$ cat config.mk
export PLATFORM = sky130hd
export DESIGN_NAME = throttle_event_agg
export DESIGN_NICKNAME = d
export VERILOG_FILES = /design/src/rtl/throttle_pkg.sv /design/src/rtl/tea_deglitch.sv /design/src/rtl/tea_edge_shot.sv /design/src/rtl/tea_pulse_ctl.sv /design/src/rtl/throttle_event_agg.sv
export SDC_FILE = /design/constraint.sdc
export NUM_CORES = 1
export LEC_CHECK = 0
export BUFFER_PORTS_ARGS = -buffer_cell sky130_fd_sc_hd__buf_2
export CAP_MARGIN = 20
export CELL_PAD_IN_SITES_DETAIL_PLACEMENT = 1
export CELL_PAD_IN_SITES_GLOBAL_PLACEMENT = 1
export CORE_MARGIN = 3
export CORE_UTILIZATION = 50
export DETAILED_ROUTE_END_ITERATION = 10
export GPL_ROUTABILITY_DRIVEN = 0
export GPL_TIMING_DRIVEN = 0
export PLACE_DENSITY_LB_ADDON = 0.2
export SLEW_MARGIN = 10
export SYNTH_ARGS = -nofsm -noshare
export SYNTH_HDL_FRONTEND = slang
export SYNTH_SLANG_ARGS = --single-unit
$ cat constraint.sdc
create_clock -name clk_i -period 6 [get_ports clk_i]
set_input_delay 1.2 -clock clk_i [delete_from_list [all_inputs] [get_ports clk_i]]
set_output_delay 1.2 -clock clk_i [all_outputs]
set_load 0.005 [all_outputs]
$ cat src/rtl/throttle_pkg.sv
package throttle_pkg;
  localparam int N_EV     = 7;
  localparam int EV_CMP   = 6;
  localparam int EV_CRIT  = 5;
  localparam int EV_NOM   = 4;
  localparam int EV_DCHG  = 3;
  localparam int EV_VSYS  = 2;
  localparam int EV_BATP  = 1;
  localparam int EV_ACOK  = 0;
  // sources that stay live without an adapter
  localparam logic [N_EV-1:0] NO_ADP_MASK = 7'b1001100;

  function automatic int max_int(input int a, input int b);
    return (a > b) ? a : b;
  endfunction
endpackage

$ cat src/rtl/tea_deglitch.sv
module tea_deglitch #(
  parameter int CNT_W = 8
) (
  input  logic             clk_i,
  input  logic             rst_ni,
  input  logic             tick_i,
  input  logic             en_i,
  input  logic             raw_i,
  input  logic [CNT_W-1:0] lim_i,
  output logic             filt_o
);
  logic [CNT_W-1:0] cnt_q;
  logic [CNT_W:0]   cnt_inc;
  logic             filt_q;

  assign cnt_inc = {1'b0, cnt_q} + 1'b1;

  always_ff @(posedge clk_i or negedge rst_ni) begin
    if (!rst_ni) begin
      cnt_q  <= '0;
      filt_q <= 1'b0;
    end else if (!raw_i || !en_i) begin
      cnt_q  <= '0;
      filt_q <= 1'b0;
    end else if (tick_i && !filt_q) begin
      if (cnt_inc >= {1'b0, lim_i}) filt_q <= 1'b1;
      else                          cnt_q  <= cnt_inc[CNT_W-1:0];
    end
  end

  assign filt_o = filt_q;

  AST_DG_RELEASE: assert property (@(posedge clk_i) disable iff (!rst_ni)
    (!raw_i || !en_i) |=> !filt_o);
  AST_DG_HOLD: assert property (@(posedge clk_i) disable iff (!rst_ni)
    (filt_o && raw_i && en_i) |=> filt_o);
endmodule

$ cat src/rtl/tea_edge_shot.sv
module tea_edge_shot #(
  parameter bit RISING = 1'b1
) (
  input  logic clk_i,
  input  logic rst_ni,
  input  logic lvl_i,
  output logic shot_o
);
  logic prev_q;

  always_ff @(posedge clk_i or negedge rst_ni) begin
    if (!rst_ni) prev_q <= RISING ? 1'b0 : 1'b1;
    else         prev_q <= lvl_i;
  end

  generate
    if (RISING) begin : g_rise
      assign shot_o = lvl_i & ~prev_q;
    end else begin : g_fall
      assign shot_o = ~lvl_i & prev_q;
    end
  endgenerate

  AST_SHOT_SINGLE: assert property (@(posedge clk_i) disable iff (!rst_ni)
    shot_o |=> !shot_o);
endmodule

$ cat src/rtl/tea_pulse_ctl.sv
module tea_pulse_ctl #(
  parameter int N_EV         = 7,
  parameter int MIN_PULSE_US = 10000
) (
  input  logic            clk_i,
  input  logic            rst_ni,
  input  logic            tick_i,
  input  logic [N_EV-1:0] act_i,
  output logic            active_o
);
  localparam int CW = $clog2(MIN_PULSE_US + 1);
  localparam logic [CW-1:0] LIM = CW'(MIN_PULSE_US);

  logic [N_EV-1:0] act_q;
  logic [CW-1:0]   cnt_q;
  logic            active_q;
  logic            arrive;

  assign arrive = |(act_i & ~act_q);

  always_ff @(posedge clk_i or negedge rst_ni) begin
    if (!rst_ni) begin
      act_q    <= '0;
      cnt_q    <= '0;
      active_q <= 1'b0;
    end else begin
      act_q <= act_i;
      if (arrive) begin
        active_q <= 1'b1;
        cnt_q    <= '0;
      end else if (active_q) begin
        if (cnt_q == LIM && act_i == '0) begin
          active_q <= 1'b0;
          cnt_q    <= '0;
        end else if (tick_i && cnt_q != LIM) begin
          cnt_q <= cnt_q + 1'b1;
        end
      end
    end
  end

  assign active_o = active_q;

  AST_MIN_WIDTH: assert property (@(posedge clk_i) disable iff (!rst_ni)
    $fell(active_q) |-> $past(cnt_q) == LIM);
  AST_STRETCH: assert property (@(posedge clk_i) disable iff (!rst_ni)
    (active_q && act_i != '0) |=> active_q);
  AST_RESTART: assert property (@(posedge clk_i) disable iff (!rst_ni)
    (|(act_i & ~act_q)) |=> (active_q && cnt_q == '0));
  AST_IDLE_QUIET: assert property (@(posedge clk_i) disable iff (!rst_ni)
    (!active_q && act_i == '0) |=> !active_q);
endmodule

$ cat src/rtl/throttle_event_agg.sv
module throttle_event_agg
  import throttle_pkg::*;
#(
  parameter int MIN_PULSE_US = 10000,
  parameter int DCHG_DG0_US  = 1600,
  parameter int DCHG_DG1_US  = 100,
  parameter int DCHG_DG2_US  = 6000,
  parameter int DCHG_DG3_US  = 12000,
  parameter int CMP_DG1_US   = 1,
  parameter int CMP_DG2_US   = 2000,
  parameter int CMP_DG3_US   = 5000000
) (
  input  logic            clk_i,
  input  logic            rst_ni,
  input  logic            tick_us_i,
  input  logic [N_EV-1:0] mask_i,
  input  logic            adp_present_i,
  input  logic            cmp_above_i,
  input  logic            cmp_pol_i,
  input  logic [1:0]      cmp_dg_sel_i,
  input  logic            crit_i,
  input  logic            nom_i,
  input  logic            dchg_i,
  input  logic [1:0]      dchg_dg_sel_i,
  input  logic            vsys_i,
  input  logic            batpres_i,
  input  logic            acok_i,
  input  logic            clr_status_i,
  output logic            throttle_n_o,
  output logic [N_EV-1:0] status_o
);
  localparam int MAX_US = max_int(max_int(max_int(DCHG_DG0_US, DCHG_DG1_US),
                                          max_int(DCHG_DG2_US, DCHG_DG3_US)),
                                  max_int(max_int(CMP_DG1_US, CMP_DG2_US), CMP_DG3_US));
  localparam int CNT_W = $clog2(MAX_US + 2);

  logic [CNT_W-1:0] dchg_lim, cmp_lim;
  logic             cmp_out, cmp_en, cmp_f, dchg_f, bp_shot, ao_shot, active;
  logic [N_EV-1:0]  ev, eff_mask, act, status_q;

  always_comb begin
    unique case (dchg_dg_sel_i)
      2'b00:   dchg_lim = CNT_W'(DCHG_DG0_US);
      2'b01:   dchg_lim = CNT_W'(DCHG_DG1_US);
      2'b10:   dchg_lim = CNT_W'(DCHG_DG2_US);
      default: dchg_lim = CNT_W'(DCHG_DG3_US);
    endcase
    unique case (cmp_dg_sel_i)
      2'b01:   cmp_lim = CNT_W'(CMP_DG1_US);
      2'b10:   cmp_lim = CNT_W'(CMP_DG2_US);
      default: cmp_lim = CNT_W'(CMP_DG3_US);
    endcase
  end

  assign cmp_out = cmp_pol_i ? cmp_above_i : ~cmp_above_i;
  assign cmp_en  = (cmp_dg_sel_i != 2'b00);

  tea_deglitch #(.CNT_W(CNT_W)) u_cmp_dg (
    .clk_i(clk_i), .rst_ni(rst_ni), .tick_i(tick_us_i), .en_i(cmp_en),
    .raw_i(~cmp_out), .lim_i(cmp_lim), .filt_o(cmp_f));

  tea_deglitch #(.CNT_W(CNT_W)) u_dchg_dg (
    .clk_i(clk_i), .rst_ni(rst_ni), .tick_i(tick_us_i), .en_i(1'b1),
    .raw_i(dchg_i), .lim_i(dchg_lim), .filt_o(dchg_f));

  tea_edge_shot #(.RISING(1'b1)) u_bp_shot (
    .clk_i(clk_i), .rst_ni(rst_ni), .lvl_i(batpres_i), .shot_o(bp_shot));

  tea_edge_shot #(.RISING(1'b0)) u_ao_shot (
    .clk_i(clk_i), .rst_ni(rst_ni), .lvl_i(acok_i), .shot_o(ao_shot));

  always_comb begin
    ev          = '0;
    ev[EV_CMP]  = cmp_f;
    ev[EV_CRIT] = crit_i;
    ev[EV_NOM]  = nom_i;
    ev[EV_DCHG] = dchg_f;
    ev[EV_VSYS] = vsys_i;
    ev[EV_BATP] = bp_shot;
    ev[EV_ACOK] = ao_shot;
  end

  assign eff_mask = adp_present_i ? mask_i : (mask_i & NO_ADP_MASK);
  assign act      = ev & eff_mask;

  tea_pulse_ctl #(.N_EV(N_EV), .MIN_PULSE_US(MIN_PULSE_US)) u_pulse (
    .clk_i(clk_i), .rst_ni(rst_ni), .tick_i(tick_us_i), .act_i(act), .active_o(active));

  always_ff @(posedge clk_i or negedge rst_ni) begin
    if (!rst_ni) status_q <= '0;
    else         status_q <= ((clr_status_i && !active) ? '0 : status_q) | act;
  end

  assign throttle_n_o = ~active;
  assign status_o     = status_q;

  AST_MASK_ZERO: assert property (@(posedge clk_i) disable iff (!rst_ni)
    (throttle_n_o && mask_i == '0) |=> throttle_n_o);
  AST_ADP_GATE: assert property (@(posedge clk_i) disable iff (!rst_ni)
    (throttle_n_o && !adp_present_i && !mask_i[EV_CMP] && !mask_i[EV_DCHG] && !mask_i[EV_VSYS])
      |=> throttle_n_o);
  AST_STATUS_STICKY: assert property (@(posedge clk_i) disable iff (!rst_ni)
    (!clr_status_i || !throttle_n_o) |=> ((status_o & $past(status_o)) == $past(status_o)));
  AST_CLR_IDLE: assert property (@(posedge clk_i) disable iff (!rst_ni)
    (clr_status_i && throttle_n_o && act == '0) |=> status_o == '0);
endmodule

==> results by group, run 1 <==
Worst setup path
  • Setup crit end kind: register
  • Required @ worst endpoint: 6.23 ns
  • CP Cell Sequence: ha_1 -> nand2_1 -> nor3_1 -> nand2_1 -> xnor2_1 -> ha_1 -> nand2_1 -> nor2_1 -> a21o_1 -> a41oi_1 -> o21ai_0 -> or4_4 -> buf_6 -> clkbuf_1 -> o31ai_1 -> a21oi_1
  • Cell mode on critical path: nand2_1
  • RR Startpoint: u_dchg_dg.cnt_q[0]$_DFFE_PN0P_
  • CP arrival: 4.54 ns
  • CP max stage delay: 0.57 ns
  • CP startpoint kind: register
  • Setup crit start: u_dchg_dg.cnt_q[0]$_DFFE_PN0P_
  • Maximum fanout along the worst path: 10
  • CP Class: register to register
  • CP max stage cell: or4_4

Yosys
  • Syn_nets: 643
  • Top cells by count, synth: dfrtp_1 (78), nand2_1 (66), nor2_1 (37)
  • Synth Register Bits: 79
  • Syn Area/Cell: 8.95 sq um
  • Most numerous cell in the Yosys netlist: dfrtp_1
  • Post-synth top area share: 37.0%
  • Dominant synthesized flop cell: dfrtp_1
  • Synth area leader: dfrtp_1
  • Yosys warns: 0
  • Ranking of synthesized cells by area: dfrtp_1 (37%), ha_1 (7.1%), nand2_1 (4.7%)
  • EDFF count, synth: 0
  • Asr flop ratio synth: 100%
  • Synth unique cells: 63
  • Synthesized area: 5270 sq um
  • Cells after Synth: 589
  • Post-synthesis sequential area ratio: 37.5%

Clock network
  • Root buf cell: clkbuf_8
  • H-tree levels: 3
  • Post-CTS Resized: 0
  • Cts hold-fix bufs: 0
  • Post-CTS Setup Repair Bufs: 0
  • Clk slew on worst S/H paths: 0.10 ns
  • Clk_lat worst skew: 0.36 ns
  • CTS Buffer Depth: 2
  • CTS tree: yes
  • Num CTS Buffers: 9
  • Clock sinks: 79

Placed design
  • Port Buffers: 31
  • Placed cell areas: 5630 sq um
  • Detailed placement HPWL: 10500 um

Die
  • Core region area: 10000 sq um
  • DIE HEIGHT: 109 um
  • DIE AREA: 11800 sq um
  • I/O pin total: 32
  • Die width: 109 um
  • FP Rows: 36
  • Initial Utilization: 52.7%

Final layout
  • Share of layout cells above drive strength 1: 11.1%
  • Register area: 1980 sq um
  • # diodes: 0
  • Multi-input logic area: 3100 sq um
  • # fillers: 1207
  • Fin area: 5840 sq um
  • Fin nets: 686
  • Syn-to-layout area delta: 10.7%

Power and ir drop
  • Total Power: 1.11 mW
  • Combinational Power Share: 11.0%
  • Sw Share: 29.2%
  • Leak: 2.74 nW
  • Register share of total power: 49.7%
  • Internal Pwr Total: 0.785 mW
  • Peak VDD IR: 157 uV
  • Power Dens Cells: 190 nW/um^2
  • Net switching power: 0.324 mW
  • Clock Power Share: 39.3%

Flow run
  • Total of max-cap violations: 0

Global routing
  • GRT Util Overall: 26.0%
  • First-pass GRT wire length: 24300 um
  • Vias in the first global route: 4847
  • Initial antenna violation count: 0
  • Total congestion overflow: 0
  • Largest net degree at the start of global routing: 59

Route
  • Length of the first detailed-routing pass in iterations: 4
  • DRT iter0 DRCs: 265
  • Post-route ant nets: 0
  • Vias: 4719
  • Via density per instance: 6.13
  • WL/cell: 19.1 um
  • DRC: 0
  • Drt total wl: 14700 um

Timing
  • Worst relative slew slack: 39.7%
  • Final hold violations: 0
  • RSZ-0062 raised after global routing: no
  • Pins Over Slew Limit: 0
  • Final critical path time including I/O delays and setup: 4.30 ns
  • Max Freq: 232 MHz
  • Final setup fails: 0
  • Final setup skew: 0.0158 ns
  • Final Cycle Share: 71.7%
  • Min Hold Slack: 0.482 ns
  • Final setup TNS: 0 ns
  • Worst slew pin tran: 0.900 ns

Worst hold path
  • Hold Path Class: register to register
  • Min-delay src: status_o[2]$_DFF_PN0_

Run status
  • Status: completed
==> registers in the layout (all words and copies together) (netlist names), 7 cells and up <==
signal / flops
u_dchg_dg.cnt_q: 23
u_cmp_dg.cnt_q: 23
u_pulse.act_q: 7
u_pulse.cnt_q: 14
status_o: 7
==> kinds of logic after synthesis <==
group	count (synthesis)	share of synthesized area (%)
and+or+nand+nor	276	28.8
AOI/OAI and AO/OA	95	12.4
xor gates and xnor gates	40	6.64
buffers and inverters	49	3.77
DFF	79	37.5
muxes	20	3.82
adders and majority gates	30	7.12
==> stage by stage <==
| step | worst slack (ns) | utilization [%] | instances |
|---|---|---|---|
| 4_1_cts | 1.75 | 58.4 | 770 |
| 2_1_floorplan | 2.14 | - | 589 |
| 6_report | 1.70 | 58.4 | 770 |
| 5_1_grt | 1.42 | 58.4 | 770 |
| 3_3_place_gp | 1.57 | 56.0 | 753 |
| 3_5_place_dp | 1.46 | 56.3 | 754 |
==> routing by layer <==
metal	vias to the layer above	wire length, um	GRT usage, %
li1	2247	-	-
met3	18	517	3.43
met2	81	7310	45.6
met5	-	0	0
met4	0	206	7.48
met1	2373	6680	33.7
==> path summary, 6_finish.rpt <==
path                                                   end  depth (start not counted)  slack, ns
max in group asynchronous       u_pulse.act_q[5]$_DFF_PN0_                          2       4.68
min                                  status_o[2]$_DFF_PN0_                          2       0.48
max reg2reg                 u_dchg_dg.cnt_q[6]$_DFFE_PN0P_                         16       1.70
max                         u_dchg_dg.cnt_q[6]$_DFFE_PN0P_                         16       1.70
min reg2reg                          status_o[2]$_DFF_PN0_                          2       0.48
min in group asynchronous  u_dchg_dg.cnt_q[19]$_DFFE_PN0P_                          1       0.72
==> cells in the final DEF (no fill, tap or decap), types with 3 or more instances in the layout <==
master | Yosys | final
dfrtp_1 | 78 | 78
nand2_1 | 66 | 66
nor2_1 | 37 | 37
buf_2 | 3 | 33
nand4_1 | 30 | 30
ha_1 | 30 | 30
nand3_1 | 29 | 29
or3_1 | 26 | 26
clkbuf_1 | 23 | 23
inv_1 | 21 | 21
xnor2_1 | 21 | 21
a21oi_1 | 20 | 20
o21ai_0 | 20 | 20
xor2_1 | 19 | 19
and3_1 | 19 | 19
mux2i_1 | 19 | 19
nor4_1 | 13 | 13
nor3_1 | 12 | 12
a21o_1 | 11 | 11
o31ai_1 | 10 | 10
or4_1 | 9 | 9
clkbuf_8 | 0 | 9
nand2b_1 | 6 | 6
and2_1 | 5 | 5
nor2b_1 | 4 | 4
o41ai_1 | 4 | 4
or2_2 | 3 | 3
a31oi_1 | 3 | 3
o311ai_0 | 3 | 3
a31o_2 | 3 | 3
inv_6 | 0 | 3
==> final cells by class <==
cell class	count	area share [%]
inverter	21	1.35
sequential	79	33.9
multi-input combinational	461	53.1
tap	133	2.85
buffer	28	2.06
clock buffer	9	2.12
timing repair buffer	32	3.17
clock inverter	7	1.50
==> power by group through the flow <==
stage | Sequential, mW | Combinational, mW | Clock [mW]
after CTS | 0.551 | 0.123 | 0.441
after floorplan | 0.560 | 0.0663 | 0
final | 0.552 | 0.122 | 0.436
after global routing | 0.553 | 0.137 | 0.461
after detailed placement | 0.562 | 0.122 | 0
after global placement | 0.561 | 0.112 | 0
==> worst max-delay path: cells and delay by family, from the launching register on <==
kind                       cells  cell delay (ns)
buffers and inverters          2             0.40
xor gates and xnor gates       1             0.16
and+or+nand+nor                6             1.53
adders and majority gates      2             0.59
DFF                            1             0.47
AOI/OAI and AO/OA              5             1.04
(Power assumes the default switching activity.)
==> inputs of run 2 (changes only) <==
--- a/config.mk
+++ b/config.mk
@@ -10,7 +10,7 @@
 export CELL_PAD_IN_SITES_DETAIL_PLACEMENT = 1
 export CELL_PAD_IN_SITES_GLOBAL_PLACEMENT = 1
 export CORE_MARGIN = 3
-export CORE_UTILIZATION = 50
+export CORE_UTILIZATION = 43
 export DETAILED_ROUTE_END_ITERATION = 10
 export GPL_ROUTABILITY_DRIVEN = 0
 export GPL_TIMING_DRIVEN = 0
==> constraint.sdc (replaced) <==
create_clock -name clk_i -period 3.71 [get_ports clk_i]
set_input_delay 0.742 -clock clk_i [delete_from_list [all_inputs] [get_ports clk_i]]
set_output_delay 0.742 -clock clk_i [all_outputs]
set_load 0.005 [all_outputs]
==> results by group, run 2 (same netlist as run 1, synthesis figures left out) <==
Run status
  • Status: completed

Global routing
  • Initial antenna violation count: 0
  • Vias in the first global route: 5011
  • First-pass GRT wire length: 25200 um
  • GRT Util Overall: 23.5%
  • Largest net degree at the start of global routing: 41
  • Total congestion overflow: 0

Timing
  • Max Freq: 272 MHz
  • Final setup skew: 0.0117 ns
  • Final Cycle Share: 99.0%
  • Setup WS post-layout: 0.0364 ns
  • Worst slew pin tran: 0.762 ns
  • Min Hold Slack: 0.383 ns
  • Final setup TNS: 0 ns
  • Worst relative slew slack: 48.7%
  • Final critical path time including I/O delays and setup: 3.67 ns
  • Final setup fails: 0
  • Final hold violations: 0
  • Pins Over Slew Limit: 0

Power and ir drop
  • Clock Power Share: 44.3%
  • Peak VDD IR: 185 uV
  • Total Power: 1.99 mW
  • Leak: 2.99 nW
  • Sw Share: 27.6%
  • Internal Pwr Total: 1.44 mW
  • Power Dens Cells: 313 nW/um^2
  • Net switching power: 0.548 mW
  • Register share of total power: 45.1%
  • Combinational Power Share: 10.6%

Final layout
  • Fin area: 6340 sq um
  • Commonest non-fill, non-tap cells in the layout: dfrtp_1 (68), nand2_1 (65), nor2_1 (34)
  • # fillers: 1364
  • Multi-input logic area: 3320 sq um
  • Commonest non-fill, non-tap cell in the layout: dfrtp_1
  • Register area: 1990 sq um
  • Non-Filler Instances: 800
  • Layout Utilization: 54.2%
  • Syn-to-layout area delta: 20.3%
  • Fin nets: 706
  • Top Registers: u_cmp_dg.cnt_q x23, u_dchg_dg.cnt_q x23, u_pulse.cnt_q x14
  • Share of layout cells above drive strength 1: 20.7%
  • # diodes: 0

Clock network
  • Cts hold-fix bufs: 0
  • Clk slew on worst S/H paths: 0.07 ns
  • Clock sinks: 79
  • Root buf cell: clkbuf_16
  • Num CTS Buffers: 9
  • CTS tree: yes
  • CTS Buffer Depth: 2
  • Clk_lat worst skew: 0.34 ns
  • H-tree levels: 3

Route
  • Length of the first detailed-routing pass in iterations: 4
  • DRT iter0 DRCs: 231
  • DRC: 0
  • Top Metal Used: met4
  • Via density per instance: 6.00
  • Met2 routed WL: 8020 um
  • Drt total wl: 15700 um
  • Metal1 wirelength: 6940 um
  • WL/cell: 19.6 um
  • Metal3 WL: 589 um
  • Vias: 4800
  • Post-route ant nets: 0

Die
  • Initial Utilization: 45.0%
  • DIE HEIGHT: 117 um
  • FP Rows: 39
  • DIE AREA: 13600 sq um
  • Core region area: 11700 sq um
  • Die width: 117 um
  • I/O pin total: 32

Flow run
  • Total of max-cap violations: 0

Placed design
  • Worst slack at placement: -0.537 ns
  • Port Buffers: 31
  • Detailed placement HPWL: 10700 um
  • Placed Cells: 764
  • Placed cell areas: 5630 sq um

Worst setup path
  • Setup crit end kind: register
  • CP Class: register to register
  • WP buf/inv: 1
  • CP startpoint kind: register
  • Top Family by Delay on Critical Path: simple AND/OR/NAND/NOR gates
  • Maximum fanout along the worst path: 10
  • Cell mode on critical path: a21o_1
  • CP arrival: 3.93 ns
  • CP max stage delay: 0.51 ns
  • CP Cell Sequence: nand3_4 -> or2_4 -> nor2_2 -> xor2_1 -> ha_1 -> a21o_1 -> a21o_1 -> a21o_1 -> a21oi_2 -> o21ai_2 -> or4_4 -> buf_6 -> or4_1 -> a21oi_2
  • Required @ worst endpoint: 3.97 ns
  • CP max stage cell: or4_4

Worst hold path
  • Hold Path Class: input port to async pin
==> run 2: path summary, 6_finish.rpt <==
check	end	start	depth (start not counted)	slack, ns
min in group clk_i	status_o[3]$_DFF_PN0_	status_o[3]$_DFF_PN0_	2	0.47
worst min register to register	status_o[3]$_DFF_PN0_	status_o[3]$_DFF_PN0_	2	0.47
max in group asynchronous	u_ao_shot.prev_q$_DFF_PN1_	rst_ni	2	2.65
worst min-delay path	u_cmp_dg.cnt_q[6]$_DFFE_PN0P_	rst_ni	1	0.38
worst max-delay path	u_dchg_dg.cnt_q[9]$_DFFE_PN0P_	u_dchg_dg.cnt_q[1]$_DFFE_PN0P_	14	0.04
worst max register to register	u_dchg_dg.cnt_q[9]$_DFFE_PN0P_	u_dchg_dg.cnt_q[1]$_DFFE_PN0P_	14	0.04
==> run 2: power by group through the flow <==
stage | Combinational, mW | Clock, mW | Sequential, mW
finish | 0.210 | 0.880 | 0.895
global route | 0.236 | 0.935 | 0.897
CTS | 0.199 | 0.893 | 0.895
detailed placement | 0.193 | 0 | 0.909
global placement | 0.181 | 0 | 0.907
floorplan | 0.107 | 0 | 0.905
==> run 2: final cells by class <==
| class | instances | area share [%] |
|---|---|---|
| plain buffers | 25 | 1.91 |
| clock buffers | 10 | 3.77 |
| clock inverters | 6 | 0.829 |
| inverters | 21 | 1.24 |
| multi-input cells | 461 | 52.3 |
| flip-flops and latches | 79 | 31.4 |
| well taps | 143 | 2.82 |
| repair buffers | 55 | 5.72 |
==> run 2: timing repair <==
action	4_1_cts	5_1_grt
hold endpoints to repair	0	0
resized for setup	27	34
setup endpoints to repair	44	42
setup buffers	7	16
pin swaps	3	5
==> run 2: routing by layer <==
layer	global-route usage, %	vias up
met1	31.3	2420
met5	0	-
met3	3.94	11
li1	-	2290
met2	40.2	79
met4	5.20	0
